--- src/rtl/pulse_train_pkg.sv ---
package pulse_train_pkg;

  localparam int ADDR_W = 3;

  localparam logic [ADDR_W-1:0] ADDR_CTRL = 3'd4;

  localparam int CTRL_RUN_BIT   = 0;
  localparam int CTRL_SEL_LSB   = 1;
  localparam int CTRL_LEVEL_BIT = 3;

  localparam logic [1:0] SEL_EXT = 2'd3;

  typedef struct packed {
    logic tick;      // advance the counter this cycle
    logic clearCnt;  // start from zero
    logic loadFf;    // preset the output flip-flop
    logic ffInit;    // preset value
  } ctrlStrobe_t;

endpackage

--- src/rtl/ptg_control.sv ---
module ptg_control
  import pulse_train_pkg::*;
#(
  parameter int CNT_W  = 16,
  parameter int SHIFT0 = 0,
  parameter int SHIFT1 = 2,
  parameter int SHIFT2 = 4
) (
  input  logic              clk,
  input  logic              rstN,
  input  logic              wrEn,
  input  logic [ADDR_W-1:0] wrAddr,
  input  logic [7:0]        wrData,
  input  logic              extClkIn,
  output logic [CNT_W-1:0]  widthVal,
  output logic [CNT_W-1:0]  periodVal,
  output ctrlStrobe_t       strobe
);

  localparam int BYTES  = CNT_W / 8;
  localparam int MAX01  = (SHIFT0 > SHIFT1) ? SHIFT0 : SHIFT1;
  localparam int MAXSH  = (MAX01 > SHIFT2) ? MAX01 : SHIFT2;
  localparam int PRE_W  = (MAXSH > 0) ? MAXSH : 1;

  logic [7:0] widthB  [BYTES];
  logic [7:0] periodB [BYTES];

  // Compare bytes: written straight into the live registers, no shadow.
  for (genvar b = 0; b < BYTES; b++) begin : g_bytes
    localparam logic [ADDR_W-1:0] W_ADDR = ADDR_W'(b);
    localparam logic [ADDR_W-1:0] P_ADDR = ADDR_W'(BYTES + b);

    always_ff @(posedge clk or negedge rstN) begin
      if (!rstN) begin
        widthB[b]  <= '0;
        periodB[b] <= '0;
      end else if (wrEn) begin
        if (wrAddr == W_ADDR) widthB[b]  <= wrData;
        if (wrAddr == P_ADDR) periodB[b] <= wrData;
      end
    end

    assign widthVal[b*8 +: 8]  = widthB[b];
    assign periodVal[b*8 +: 8] = periodB[b];
  end

  // Control register
  logic       runQ;
  logic [1:0] selQ;
  logic       ctrlWr;

  assign ctrlWr = wrEn && (wrAddr == ADDR_CTRL);

  always_ff @(posedge clk or negedge rstN) begin
    if (!rstN) begin
      runQ <= 1'b0;
      selQ <= 2'd0;
    end else if (ctrlWr) begin
      runQ <= wrData[CTRL_RUN_BIT];
      selQ <= wrData[CTRL_SEL_LSB +: 2];
    end
  end

  // Prescaler: held at zero while stopped so each run starts aligned
  logic [PRE_W-1:0] preQ;

  always_ff @(posedge clk or negedge rstN) begin
    if (!rstN)      preQ <= '0;
    else if (!runQ) preQ <= '0;
    else            preQ <= preQ + 1'b1;
  end

  // External clock: two-stage synchronizer plus edge register
  logic syncA, syncB, syncC, extRise;

  always_ff @(posedge clk or negedge rstN) begin
    if (!rstN) begin
      syncA <= 1'b0;
      syncB <= 1'b0;
      syncC <= 1'b0;
    end else begin
      syncA <= extClkIn;
      syncB <= syncA;
      syncC <= syncB;
    end
  end

  assign extRise = syncB & ~syncC;

  // Tick sources: three prescaler taps plus the external edge
  logic [3:0] tapVec;

  for (genvar k = 0; k < 3; k++) begin : g_taps
    localparam int SH = (k == 0) ? SHIFT0 : ((k == 1) ? SHIFT1 : SHIFT2);
    if (SH == 0) begin : g_every
      assign tapVec[k] = 1'b1;
    end else begin : g_div
      assign tapVec[k] = &preQ[SH-1:0];
    end
  end
  assign tapVec[SEL_EXT] = extRise;

  always_comb begin
    strobe.tick     = runQ && tapVec[selQ];
    strobe.clearCnt = ctrlWr && wrData[CTRL_RUN_BIT] && !runQ;
    strobe.loadFf   = ctrlWr && !runQ;
    strobe.ffInit   = wrData[CTRL_LEVEL_BIT];
  end

  // one rising edge gives one count enable, never two in a row
  a_r9_single_edge: assert property (@(posedge clk) disable iff (!rstN)
    extRise |=> !extRise);

  // the prescaler begins a new run from zero
  a_r10_prescale_restart: assert property (@(posedge clk) disable iff (!rstN)
    $rose(runQ) |-> (preQ == '0));

endmodule

--- src/rtl/ptg_datapath.sv ---
module ptg_datapath
  import pulse_train_pkg::*;
#(
  parameter int CNT_W = 16
) (
  input  logic             clk,
  input  logic             rstN,
  input  ctrlStrobe_t      strobe,
  input  logic [CNT_W-1:0] widthVal,
  input  logic [CNT_W-1:0] periodVal,
  output logic             ffOut,
  output logic             irqOut
);

  logic [CNT_W-1:0] cntQ;
  logic [CNT_W-1:0] nextCnt;
  logic             ffQ;
  logic             irqQ;

  assign nextCnt = cntQ + 1'b1;

  always_ff @(posedge clk or negedge rstN) begin
    if (!rstN) begin
      cntQ <= '0;
      ffQ  <= 1'b0;
      irqQ <= 1'b0;
    end else begin
      irqQ <= 1'b0;
      if (strobe.clearCnt) cntQ <= '0;
      if (strobe.loadFf)   ffQ  <= strobe.ffInit;
      if (strobe.tick) begin
        if (nextCnt == periodVal) begin
          cntQ <= '0;
          ffQ  <= ~ffQ;
          irqQ <= 1'b1;
        end else begin
          cntQ <= nextCnt;
          if (nextCnt == widthVal) ffQ <= ~ffQ;
        end
      end
    end
  end

  assign ffOut  = ffQ;
  assign irqOut = irqQ;

  // an interrupt only follows a tick, and leaves the counter at zero
  a_r3_irq_after_tick: assert property (@(posedge clk) disable iff (!rstN)
    irqQ |-> $past(strobe.tick));

  a_r3_irq_clears: assert property (@(posedge clk) disable iff (!rstN)
    irqQ |-> (cntQ == '0));

  // a tick without a period match steps the count by exactly one
  a_r1_step: assert property (@(posedge clk) disable iff (!rstN)
    (strobe.tick && (nextCnt != periodVal)) |=> (cntQ == $past(cntQ) + 1'b1));

  // with no tick, start or preset, counter and flip-flop stay put
  a_r8_freeze: assert property (@(posedge clk) disable iff (!rstN)
    (!strobe.tick && !strobe.clearCnt && !strobe.loadFf)
      |=> ($stable(cntQ) && $stable(ffQ) && !irqQ));

endmodule

--- src/rtl/pulse_train_gen.sv ---
module pulse_train_gen
  import pulse_train_pkg::*;
#(
  parameter int CNT_W  = 16,
  parameter int SHIFT0 = 0,
  parameter int SHIFT1 = 2,
  parameter int SHIFT2 = 4
) (
  input  logic       clk,
  input  logic       rstN,
  input  logic       wrEn,
  input  logic [2:0] wrAddr,
  input  logic [7:0] wrData,
  input  logic       extClkIn,
  output logic       pulseOut,
  output logic       irqPulse
);

  logic [CNT_W-1:0] widthVal;
  logic [CNT_W-1:0] periodVal;
  ctrlStrobe_t      strobe;
  logic             ffOut;

  ptg_control #(
    .CNT_W(CNT_W), .SHIFT0(SHIFT0), .SHIFT1(SHIFT1), .SHIFT2(SHIFT2)
  ) u_control (
    .clk       (clk),
    .rstN      (rstN),
    .wrEn      (wrEn),
    .wrAddr    (wrAddr),
    .wrData    (wrData),
    .extClkIn  (extClkIn),
    .widthVal  (widthVal),
    .periodVal (periodVal),
    .strobe    (strobe)
  );

  ptg_datapath #(.CNT_W(CNT_W)) u_datapath (
    .clk       (clk),
    .rstN      (rstN),
    .strobe    (strobe),
    .widthVal  (widthVal),
    .periodVal (periodVal),
    .ffOut     (ffOut),
    .irqOut    (irqPulse)
  );

  // the pin shows the complement of the flip-flop
  assign pulseOut = ~ffOut;

endmodule

--- config.mk ---
export PLATFORM = sky130hd
export DESIGN_NAME = pulse_train_gen
export DESIGN_NICKNAME = d
export VERILOG_FILES = /design/src/rtl/pulse_train_pkg.sv /design/src/rtl/ptg_control.sv /design/src/rtl/ptg_datapath.sv /design/src/rtl/pulse_train_gen.sv
export SDC_FILE = /design/constraint.sdc
export NUM_CORES = 1
export LEC_CHECK = 0
export BUFFER_PORTS_ARGS = -buffer_cell sky130_fd_sc_hd__buf_2
export CELL_PAD_IN_SITES_DETAIL_PLACEMENT = 0
export CELL_PAD_IN_SITES_GLOBAL_PLACEMENT = 1
export CORE_MARGIN = 3
export CORE_UTILIZATION = 49
export DETAILED_ROUTE_END_ITERATION = 6
export PLACE_DENSITY = 0.85
export SYNTH_ARGS = -nofsm -noshare
export SYNTH_HDL_FRONTEND = slang
export SYNTH_SLANG_ARGS = --single-unit
--- constraint.sdc ---
create_clock -name clk -period 3.7 [get_ports clk]
set_input_delay 0.74 -clock clk [delete_from_list [all_inputs] [get_ports clk]]
set_output_delay 0.74 -clock clk [all_outputs]
set_load 0.005 [all_outputs]
# [Yosys cells after proc, flatten, opt, wreduce, memory -nomap -nowiden]
# Index checks and enable logic that the tools add are counted.
[classes] addsub=2 n_lt_le_gt_ge=1 n_eq_ne=6 mux=12 bitwise_logic=3 n_reduce_logical=14
[op_table] cell="$mux 16" count=3
[op_table] cell="$eq 16x16->1" count=2
[op_table] cell="$add 16x1->16 const B" count=1
[op_table] cell="$reduce_and 2->1" count=5
[op_table] cell="$mux 1" count=7
[op_table] cell="$eq 3x2->1 const B" count=2
[op_table] cell="$logic_and 1x1->1" count=5
[op_table] cell="$add 4x1->4 const B" count=1
[op_table] cell="$mux 4" count=1
[op_table] cell="$reduce_and 4->1" count=1
[op_table] cell="$eq 3x1->1 const B" count=1
[op_table] cell="$eq 3x3->1 const B" count=1
[op_table] cell="$logic_not 3->1" count=1
[op_table] cell="$lt 2x3->1 const B" count=1
[op_table] cell="$bmux 1 s2" count=1
[op_table] cell="$not 1->1" count=2
[op_table] cell="$reduce_bool 2->1" count=1
[op_table] cell="$and 1x1->1" count=1
[op_table] cell="$logic_not 1->1" count=1
[totals] reg_bits=60 out_inout_bits=2 wordCells=51

# [Logic depth before layout (Yosys ltp)]
# Gate-level depths: netlist (run 1).
[logic_depth] depth_word=7 depth_mapped=12 mapped_depth_nobuf=9

# [By module]
# A second synthesis (run 1) with hierarchy kept.
[unflattened] cells_unflattened=348 hier_area_um2=3594.7
[modules_own_cells] mod="ptg_datapath" instances=1 cells_per_inst=246 area_each_um2=1961.9 seq_area_each_um2=450.4
[modules_own_cells] mod="ptg_control" instances=1 cells_per_inst=101 area_each_um2=1629.1 seq_area_each_um2=1051.0
[modules_own_cells] mod="pulse_train_gen" instances=1 cells_per_inst=1 area_each_um2=3.8 seq_area_each_um2=0.0

# [Worst setup path before layout (run 1)]
# Ideal clock, no wire load.
[synth_path] path_kind="register -> register" start="register u_datapath.cntQ[0]" end="register u_datapath.cntQ[11]" t_arrival_ps=2605 t_required_ps=3574 slack_ps=969 stages_incl_launch_ff=12 period_less_slack_ps=2731 path_cell_list="dfrtp_1 > buf_2 > nand3_2 > or3_1 > clkbuf_2 > or3_1 > buf_6 > xnor2_4 > nor4_4 > a21boi_4 > and3_1 > a221o_1"
[synth_between] elab_chain_cells=4
[synth_rtl] element="start, declared" line_no="ptg_datapath.sv:15" text="logic [CNT_W-1:0] cntQ;"
[synth_rtl] element="start signal, assigned" line_no="ptg_datapath.sv:37" text="cntQ <= nextCnt;"
[synth_rtl] element="$add 16x1->16 *" line_no="ptg_datapath.sv:20" text="assign nextCnt = cntQ + 1'b1;"
[synth_rtl] element="$eq 16x16->1" line_no="ptg_datapath.sv:32" text="if (nextCnt == periodVal) begin"
[synth_rtl] element="$mux 16 *" line_no="ptg_datapath.sv:32"
[synth_rtl] element="$mux 16 *" line_no="ptg_datapath.sv:31" text="if (strobe.tick) begin"
# Mark *: on every way between the ends. The rest lies on a longest branch, timed or not.
# A chain may end at the register's enable or synchronous reset.

# [Final worst setup path (run 1)]
[layout_path] start="register u_datapath.cntQ[0]" end="register u_datapath.cntQ[10]"
# Same word-level chain as after synthesis.

==> results.sh, run 1 <==
export IMPL_async_reset_ff_share_pct=100
export IMPL_grt_max_degree=49
export IMPL_cp_end_kind="flip-flop"
export IMPL_core_um2=6870
export IMPL_cp_top_family="simple AND/OR/NAND/NOR gates"
export IMPL_rows=30
export IMPL_fp_dieW_um=90.5
export IMPL_synth_seq_cells=60
export IMPL_finalMaxSlewViolations=0
export IMPL_io_pins=17
export IMPL_tightest_slew_ns=1.07
export IMPL_syn_to_final_growth_pct=9.73
export IMPL_holdPathStages=0
export IMPL_fin_tns_setup_ns=0
export IMPL_first_global_vias=2473
export IMPL_min_to="u_control.syncB$_DFF_PN0_"
export IMPL_min_period_ns=3.25
export IMPL_fin_crit_sh_pct=88.0
export IMPL_final_common_cell="dfrtp_1"
export IMPL_port_buffers=16
export IMPL_p_leak_nw=1.60
export IMPL_p_total_w=0.00209
export IMPL_numCtsBuffers=9
export IMPL_cap_violations=0
export IMPL_syn_cell_area_um2=3500
export IMPL_viasPerCell=5.72
export IMPL_fin_worst_skew_ns=0.0134
export IMPL_multi_input_area_um2=1850
export IMPL_gp_congestion=0.883
export IMPL_insertion_delay_ns=0.34
export IMPL_cpPeakStageDelay_ns=0.50
export IMPL_clk_path_buf_depth=2
export IMPL_ff_latch_area_um2=1500
export IMPL_h_tree_depth=3
export IMPL_powerDensity_nw_per_um2=544
export IMPL_seq_area_frac_synth_pct=42.9
export IMPL_grt_overflow=0
export IMPL_vias=2513
export IMPL_wl_mm=7.78
export IMPL_worstPathCellList="ha_1, nand4_1, nor2_1, nand3_1, a221o_1, nor4_2, a21boi_4, and3_1, a221o_1"
export IMPL_cts_tree="built"
export IMPL_dieArea_um2=8190
export IMPL_cts_hold_buf=0
export IMPL_rr_startpoint="u_datapath.cntQ[0]$_DFFE_PN0P_"
export IMPL_crit_type="flip-flop to flip-flop"
export IMPL_outcome="finished, final reports clean"
export IMPL_cp_common_cell="a221o_1"
export IMPL_hold_viol=0
export IMPL_clk_pin_slew_ns=0.08
export IMPL_track_usage_pct=20.3
export IMPL_synth_area_leaders="dfrtp_1 43%, mux2_2 11%, xnor2_1 6.3%"
export IMPL_fillers=597
export IMPL_r2r_setup_slack_ns=0.45
export IMPL_cts_sinks=60
export IMPL_cts_root_buf="clkbuf_8"
export IMPL_grt_pass1_wl_mm=13.0
export IMPL_yosys_area_top_type="dfrtp_1"
export IMPL_netlist_area_leader_share_pct=42.9
export IMPL_critPathMaxFanout=28
export IMPL_rsz0062_at_grt="no"
export IMPL_cts_setup_buffers=0
export IMPL_cp_required_ns=3.92
export IMPL_final_layout_size_suffix_gt1_share_pct=24.5
export IMPL_remaining_drc_errors=0
export IMPL_cp_slowest_cell="dfrtp_1"
export IMPL_hpwlAfterDp_mm=5.75
export IMPL_crit_start="u_datapath.cntQ[0]$_DFFE_PN0P_"
export IMPL_drtAntennaViolNets=0
export IMPL_synth_cells=325
export IMPL_min_from="u_control.syncA$_DFF_PN0_"
export IMPL_cp_arrival_ns=3.47
export IMPL_ys_flop_type="dfrtp_1"
export IMPL_yosysWarnings=0
export IMPL_setup_viol=0
export IMPL_die_y_um=90.5
export IMPL_timing_fmax_mhz=307
export IMPL_syn_area_per_cell_um2=10.8
export IMPL_r2r_end="u_datapath.cntQ[10]$_DFFE_PN0P_"
export IMPL_synth_cell_types=59
export IMPL_antenna_found_initial=0
export IMPL_n_antenna_cell=0
export IMPL_ir_worst_vdd_mv=0.335
export IMPL_syn_nets=342
export IMPL_start_kind="flip-flop"
export IMPL_final_cell_mix="60 x dfrtp_1, 35 x mux2_2, 25 x xnor2_1"
export IMPL_drtPass1Iterations=4
export IMPL_nets=355
export IMPL_wl_per_cell_um=17.7
export IMPL_synth_edf_count=0
export IMPL_critPathBufInv=0
export IMPL_start_util_pct=50.9
export IMPL_min_path_type="flip-flop to flip-flop"
export IMPL_rr_worst_depth=9
export IMPL_slew_headroom_pct=28.8
export IMPL_initialDrtViolationCount=250
export IMPL_cts_resized_gates=0
-- flip-flops by register name, summed over array words and instances, names as in the netlist --
| signal | cells |
|---|---|
| u_control.periodVal | 16 |
| u_control.widthVal | 16 |
| u_datapath.cntQ | 16 |
| u_control.preQ | 4 |
| u_control.selQ | 2 |
| u_control.runQ | 1 |
| u_control.syncA | 1 |
| u_control.syncB | 1 |
| u_control.syncC | 1 |
| u_datapath.ffOut | 1 |
| u_datapath.irqOut | 1 |
-- kinds of logic (layout without fill, tap and decap cells) --
| group | after synthesis | after routing | synth area share [%] |
|---|---|---|---|
| flops | 60 | 60 | 42.9 |
| xor+xnor | 41 | 41 | 11.0 |
| buf+inv | 28 | 46 | 4.29 |
| compound gates | 57 | 57 | 11.8 |
| mux | 41 | 41 | 13.0 |
| fa+ha+maj | 2 | 2 | 0.715 |
| simple gates | 96 | 96 | 16.2 |
-- worst register-to-register path, stage by stage, from the launching register on --
cell and delay (ns):
dfrtp_1 0.50, ha_1 0.25, nand4_1 0.27, nor2_1 0.33
nand3_1 0.23, a221o_1 0.36, nor4_2 0.40, a21boi_4 0.27
and3_1 0.27, a221o_1 0.25
-- per-stage QoR --
| stage | instance area, µm² | cells | hold WS, ns | worst slack, ns | utilization, % |
|---|---|---|---|---|---|
| after floorplan | 3500 | 325 | 0.331 | 0.969 | - |
| after global placement | 3610 | 423 | 0.338 | 0.561 | 52.6 |
| after detailed placement | 3610 | 423 | 0.354 | 0.488 | 52.6 |
| after CTS | 3840 | 439 | 0.371 | 0.480 | 55.9 |
| after global routing | 3840 | 439 | 0.380 | 0.146 | 55.9 |
| final | 3840 | 439 | 0.365 | 0.445 | 55.9 |
-- Yosys cell counts, types with 6 or more instances --
| cell | instances |
|---|---|
| dfrtp_1 | 60 |
| mux2_2 | 35 |
| xnor2_1 | 25 |
| nand3_1 | 19 |
| nand2_1 | 16 |
| a21oi_1 | 14 |
| nor2_1 | 14 |
| xor2_1 | 14 |
| inv_1 | 10 |
| o21ai_0 | 9 |
| clkbuf_1 | 7 |
| mux2i_1 | 6 |
| nor3_1 | 6 |
-- final cells by class --
type,count,area share (%)
clock buffers,9,3.23
clock inverters,7,2.58
inverters,10,0.978
multi-input cells,237,48.1
flip-flops and latches,60,39.1
well taps,96,3.13
repair buffers,20,2.87
-- metal layers --
layer | track usage, % | wire, µm
met2 | 31.4 | 3630
met5 | 0 | 0
met4 | 5.10 | 76
met3 | 4.67 | 400
met1 | 28.9 | 3680
-- where the power goes --
group	internal (W)	leakage, nW	switching (W)	total, W
Sequential	0.000772	0.754	0.000143	0.000915
Combinational	0.000263	0.738	0.000251	0.000514
Clock	0.000382	0.110	0.000278	0.000660
-- worst max path at each step --
stage	slack (ns)	to	depth (start not counted)
floorplan	0.97	u_datapath.cntQ[11]$_DFFE_PN0P_	11
global placement	0.56	u_datapath.cntQ[15]$_DFFE_PN0P_	8
detailed placement	0.49	u_datapath.cntQ[10]$_DFFE_PN0P_	9
CTS	0.48	u_datapath.cntQ[10]$_DFFE_PN0P_	9
global route	0.15	u_datapath.cntQ[10]$_DFFE_PN0P_	9
finish	0.45	u_datapath.cntQ[10]$_DFFE_PN0P_	9
No activity file was read; power rests on OpenSTA's default activity.
==> run 2: changes to the inputs <==
PLACE_DENSITY = 0.86   (was 0.85)
SKIP_CTS_REPAIR_TIMING = 1   (was default)
SYNTH_HIERARCHICAL = 1   (was default)
==> results.sh, run 2 <==
export IMPL_worstPathCellList="ha_1, nand4_1, or4_1, xnor2_1, mux2i_1, nor3_2, a21bo_1, nor2_1, a211o_1"
export IMPL_gp_congestion=0.980
export IMPL_grt_max_degree=47
export IMPL_yosys_cell_count_top_type="dfrtp_1"
export IMPL_synth_cells=348
export IMPL_min_from="u_control/syncA$_DFF_PN0_"
export IMPL_track_usage_pct=21.9
export IMPL_clk_path_buf_depth=2
export IMPL_grt_pass1_wl_mm=14.2
export IMPL_cpPeakStageDelay_ns=0.68
export IMPL_final_area_um2=3930
export IMPL_wl_mm=8.47
export IMPL_hold_viol=0
export IMPL_syn_cell_area_um2=3590
export IMPL_syn_area_per_cell_um2=10.3
export IMPL_powerDensity_nw_per_um2=522
export IMPL_cp_slowest_cell="or4_1"
export IMPL_cp_end_kind="flip-flop"
export IMPL_syn_nets=365
export IMPL_use_met1_pct=30.5
export IMPL_start_util_pct=51.8
export IMPL_final_common_cell="dfrtp_1"
export IMPL_grt_overflow=0
export IMPL_drtAntennaViolNets=0
export IMPL_cp_required_ns=3.94
export IMPL_final_cell_mix="60 x dfrtp_1, 34 x mux2_2, 26 x xnor2_1"
export IMPL_timing_fmax_mhz=292
export IMPL_numCtsBuffers=9
export IMPL_p_leak_nw=1.65
export IMPL_first_global_vias=2688
export IMPL_yosysWarnings=6
export IMPL_synth_area_leaders="dfrtp_1 42%, mux2_2 11%, xnor2_1 6.3%"
export IMPL_r2r_end="u_datapath/cntQ[13]$_DFFE_PN0P_"
export IMPL_p_total_w=0.00205
export IMPL_setup_viol=0
export IMPL_hold_worst_slack_ns=0.361
export IMPL_cp_arrival_ns=3.67
export IMPL_slew_headroom_pct=33.4
export IMPL_min_to="u_control/syncB$_DFF_PN0_"
export IMPL_place_area_um2=3750
export IMPL_use_met2_pct=34.0
export IMPL_synth_edf_count=0
export IMPL_top_usage_layer="met2"
export IMPL_io_pins=17
export IMPL_holdPathStages=0
export IMPL_remaining_drc_errors=0
export IMPL_die_y_um=91.7
export IMPL_outcome="finished, final reports clean"
export IMPL_critPathBufInv=0
export IMPL_insertion_delay_ns=0.35
export IMPL_cts_tree="built"
export IMPL_cts_sinks=60
export IMPL_netlist_area_leader_share_pct=41.8
export IMPL_crit_type="flip-flop to flip-flop"
export IMPL_fin_worst_skew_ns=0.00687
export IMPL_initialDrtViolationCount=234
export IMPL_rr_worst_depth=9
export IMPL_wl_per_cell_um=18.3
export IMPL_seq_area_frac_synth_pct=41.8
export IMPL_synth_seq_cells=60
export IMPL_fp_dieW_um=91.7
export IMPL_synth_cell_types=63
export IMPL_use_met3_pct=4.35
export IMPL_vias=2767
export IMPL_dieArea_um2=8400
export IMPL_antenna_found_initial=0
export IMPL_yosys_area_top_type="dfrtp_1"
export IMPL_async_reset_ff_share_pct=100
export IMPL_n_antenna_cell=0
export IMPL_core_um2=6940
export IMPL_finalMaxSlewViolations=0
export IMPL_cap_violations=0
export IMPL_rr_startpoint="u_datapath/cntQ[0]$_DFFE_PN0P_"
export IMPL_cp_top_family="simple AND/OR/NAND/NOR gates"
export IMPL_drtPass1Iterations=5
export IMPL_fin_crit_sh_pct=92.6
export IMPL_final_layout_size_suffix_gt1_share_pct=24.9
export IMPL_ir_worst_vdd_mv=0.337
export IMPL_hpwlAfterDp_mm=6.24
export IMPL_rsz0062_at_grt="no"
export IMPL_critPathMaxFanout=28
export IMPL_fin_util_pct=56.5
export IMPL_port_buffers=16
export IMPL_synthTopCellsByCount="60 x dfrtp_1, 34 x mux2_2, 26 x xnor2_1, 25 x nand2_1, 19 x nor2_1"
export IMPL_rows=30
export IMPL_min_path_type="flip-flop to flip-flop"
export IMPL_h_tree_depth=3
export IMPL_start_kind="flip-flop"
export IMPL_fin_tns_setup_ns=0
export IMPL_min_period_ns=3.43
export IMPL_clk_pin_slew_ns=0.07
export IMPL_r2r_setup_slack_ns=0.27
export IMPL_viasPerCell=5.99
export IMPL_nets=378
export IMPL_ys_flop_type="dfrtp_1"
export IMPL_syn_to_final_growth_pct=9.22
export IMPL_cts_root_buf="clkbuf_8"
export IMPL_tightest_slew_ns=0.999
[run 2: cell types whose count changed after synthesis, sizes merged, moves of 5 or more]
cell | before | now
a211o | 0 | 7
a21oi | 14 | 4
buf | 10 | 18
nand2 | 17 | 25
nand3 | 20 | 13
nand4 | 4 | 10
nor2 | 14 | 19
nor3 | 6 | 12
o21ai | 13 | 8
[run 2: per-layer routing]
layer | share of wire (%) | vias up
li1 | - | 1286
met1 | 45 | 1366
met4 | 1.1 | 0
met3 | 7.2 | 7
met2 | 47 | 108
met5 | 0 | -
[run 2: power by group]
part           internal (W)  leakage (nW)  total (W)  switching [W]
logic              0.000301         0.819   0.000596       0.000296
clock network      0.000244        0.0814   0.000524       0.000281
registers          0.000780         0.753   0.000928       0.000148
total               0.00132          1.65    0.00205       0.000724
[run 2: worst max-delay path by stage]
stage | startpoint | endpoint | slack [ns] | cells after the start
floorplan | u_datapath/cntQ[1]$_DFFE_PN0P_ | u_datapath/cntQ[6]$_DFFE_PN0P_ | 1.05 | 12
global placement | u_datapath/cntQ[5]$_DFFE_PN0P_ | u_datapath/cntQ[13]$_DFFE_PN0P_ | 0.39 | 8
detailed placement | u_datapath/cntQ[0]$_DFFE_PN0P_ | u_datapath/cntQ[13]$_DFFE_PN0P_ | 0.29 | 9
CTS | u_datapath/cntQ[0]$_DFFE_PN0P_ | u_datapath/cntQ[13]$_DFFE_PN0P_ | 0.27 | 9
global route | u_datapath/cntQ[0]$_DFFE_PN0P_ | u_datapath/cntQ[14]$_DFFE_PN0P_ | 0.07 | 9
finish | u_datapath/cntQ[0]$_DFFE_PN0P_ | u_datapath/cntQ[13]$_DFFE_PN0P_ | 0.27 | 9
[run 2: final cells by class]
type | count | area [µm²]
sequential | 60 | 1500
tap | 96 | 120
clock inverter | 7 | 53.8
clock buffer | 9 | 124
inverter | 10 | 37.5
fill | 615 | 3020
timing repair buffer | 27 | 163
multi-input combinational | 253 | 1930
[run 2: per-stage QoR]
step	instances	worst slack, ns
after detailed placement	446	0.290
after floorplan	348	1.05
after global routing	462	0.0657
final	462	0.273
after CTS	462	0.273
after global placement	446	0.391
[run 2: kinds of logic after synthesis]
group,Yosys count,share of synthesized area [%]
adder cells (fa/ha/maj),2,0.696
buffers and inverters,35,4.98
AND/OR/NAND/NOR,118,19.1
XOR/XNOR,41,10.4
multiplexers,37,11.6
AO/OA/AOI/OAI,55,11.4
flip-flops,60,41.8
==> run 3: changes to the inputs <==
CORE_MARGIN = default   (was 3)
==> results.sh, run 3 (synthesis results as in run 2) <==
export IMPL_outcome="finished, final reports clean"
export IMPL_antenna_found_initial=0
export IMPL_grt_pass1_wl_mm=14.2
export IMPL_final_cell_mix="60 x dfrtp_1, 34 x mux2_2, 26 x xnor2_1"
export IMPL_cts_tree="built"
export IMPL_port_buffers=16
export IMPL_insertion_delay_ns=0.35
export IMPL_hold_viol=0
export IMPL_fin_worst_skew_ns=0.00747
export IMPL_numCtsBuffers=9
export IMPL_cts_sinks=60
export IMPL_final_layout_size_suffix_gt1_share_pct=24.3
export IMPL_rows=30
export IMPL_cpPeakStageDelay_ns=0.67
export IMPL_clk_path_buf_depth=2
export IMPL_wl_per_cell_um=18.9
export IMPL_worstPathCellList="ha_1, nand4_1, or4_1, xnor2_1, mux2i_1, nor3_2, a21bo_1, buf_4, or3_1, o211ai_1"
export IMPL_critPathBufInv=1
export IMPL_fin_crit_sh_pct=87.2
export IMPL_crit_type="flip-flop to flip-flop"
export IMPL_first_global_vias=2693
export IMPL_grt_max_degree=61
export IMPL_start_kind="flip-flop"
export IMPL_final_common_cell="dfrtp_1"
export IMPL_grt_overflow=0
export IMPL_viasPerCell=5.96
export IMPL_hpwlAfterDp_mm=6.27
export IMPL_cp_arrival_ns=3.49
export IMPL_setup_viol=0
export IMPL_fin_tns_setup_ns=0
export IMPL_h_tree_depth=3
export IMPL_cp_end_kind="flip-flop"
export IMPL_timing_fmax_mhz=310
export IMPL_drtPass1Iterations=4
export IMPL_io_pins=17
export IMPL_fin_util_pct=57.1
export IMPL_cts_root_buf="clkbuf_8"
export IMPL_cap_violations=0
export IMPL_track_usage_pct=25.6
export IMPL_remaining_drc_errors=0
export IMPL_critPathMaxFanout=28
export IMPL_tightest_slew_ns=0.765
export IMPL_vias=2752
export IMPL_ir_worst_vdd_mv=0.322
export IMPL_cp_top_family="simple AND/OR/NAND/NOR gates"
export IMPL_fp_dieW_um=87.7
export IMPL_drtAntennaViolNets=0
export IMPL_wl_mm=8.73
export IMPL_syn_to_final_growth_pct=10.3
export IMPL_cp_slowest_cell="or4_1"
export IMPL_nets=378
export IMPL_min_path_type="flip-flop to flip-flop"
export IMPL_core_um2=6940
export IMPL_clk_pin_slew_ns=0.07
export IMPL_dieArea_um2=7680
export IMPL_rsz0062_at_grt="no"
export IMPL_initialDrtViolationCount=213
export IMPL_gp_congestion=0.953
export IMPL_cp_required_ns=3.96
export IMPL_slew_headroom_pct=49.0
export IMPL_min_period_ns=3.23
export IMPL_start_util_pct=51.8
export IMPL_n_antenna_cell=0
export IMPL_finalMaxSlewViolations=0
export IMPL_p_leak_nw=1.68
export IMPL_powerDensity_nw_per_um2=553
export IMPL_die_y_um=87.7
==> run 3: cell count changes in the layout (fill, tap and decap cells not counted), sizes merged <==
| cell | change |
|---|---|
| bufinv | +2 |
| clkbuf | +3 |
| clkinv | -3 |
| clkinvlp | -2 |
==> run 3: cell type report <==
class / instances / area, µm²
Tap cell: 96 / 120
Multi-Input combinational cell: 253 / 1930
Timing Repair Buffer: 27 / 163
Sequential cell: 60 / 1500
Clock inverter: 4 / 72.6
Inverter: 10 / 37.5
Clock buffer: 12 / 145
Fill cell: 617 / 2980
==> run 3: path summary, 6_finish.rpt <==
path	startpoint	end	slack [ns]	cells after the start
worst min-delay path	u_control/syncA$_DFF_PN0_	u_control/syncB$_DFF_PN0_	0.38	0
worst max-delay path	u_datapath/cntQ[0]$_DFFE_PN0P_	u_datapath/cntQ[6]$_DFFE_PN0P_	0.47	10
worst min register to register	u_control/syncA$_DFF_PN0_	u_control/syncB$_DFF_PN0_	0.38	0
max in group asynchronous	rstN	u_datapath/cntQ[12]$_DFFE_PN0P_	2.64	2
worst max register to register	u_datapath/cntQ[0]$_DFFE_PN0P_	u_datapath/cntQ[6]$_DFFE_PN0P_	0.47	10
min in group asynchronous	rstN	u_control/periodVal[0]$_DFFE_PN0P_	0.55	2
==> run 3: report_power, final <==
part | switching, W | internal, W
clock network | 0.000261 | 0.000397
registers | 0.000145 | 0.000781
logic | 0.000305 | 0.000305
==> run 3: per-stage QoR <==
step	worst slack [ns]	total power [W]	hold WS (ns)	instances	instance area, µm²
2_1_floorplan	1.05	0.00138	0.331	348	3590
3_3_place_gp	0.629	0.00152	0.336	446	3750
3_5_place_dp	0.549	0.00154	0.362	446	3750
4_1_cts	0.517	0.00220	0.381	462	3970
5_1_grt	0.282	0.00231	0.385	462	3970
6_report	0.473	0.00219	0.377	462	3970
==> run 3: metal layers <==
| layer | up-vias | global-route usage (%) | routed length [µm] |
|---|---|---|---|
| li1 | 1290 | - | - |
| met1 | 1349 | 35.6 | 3940 |
| met2 | 95 | 39.1 | 4040 |
| met3 | 18 | 4.34 | 543 |
| met4 | 0 | 11.6 | 197 |
| met5 | - | 0 | 0 |
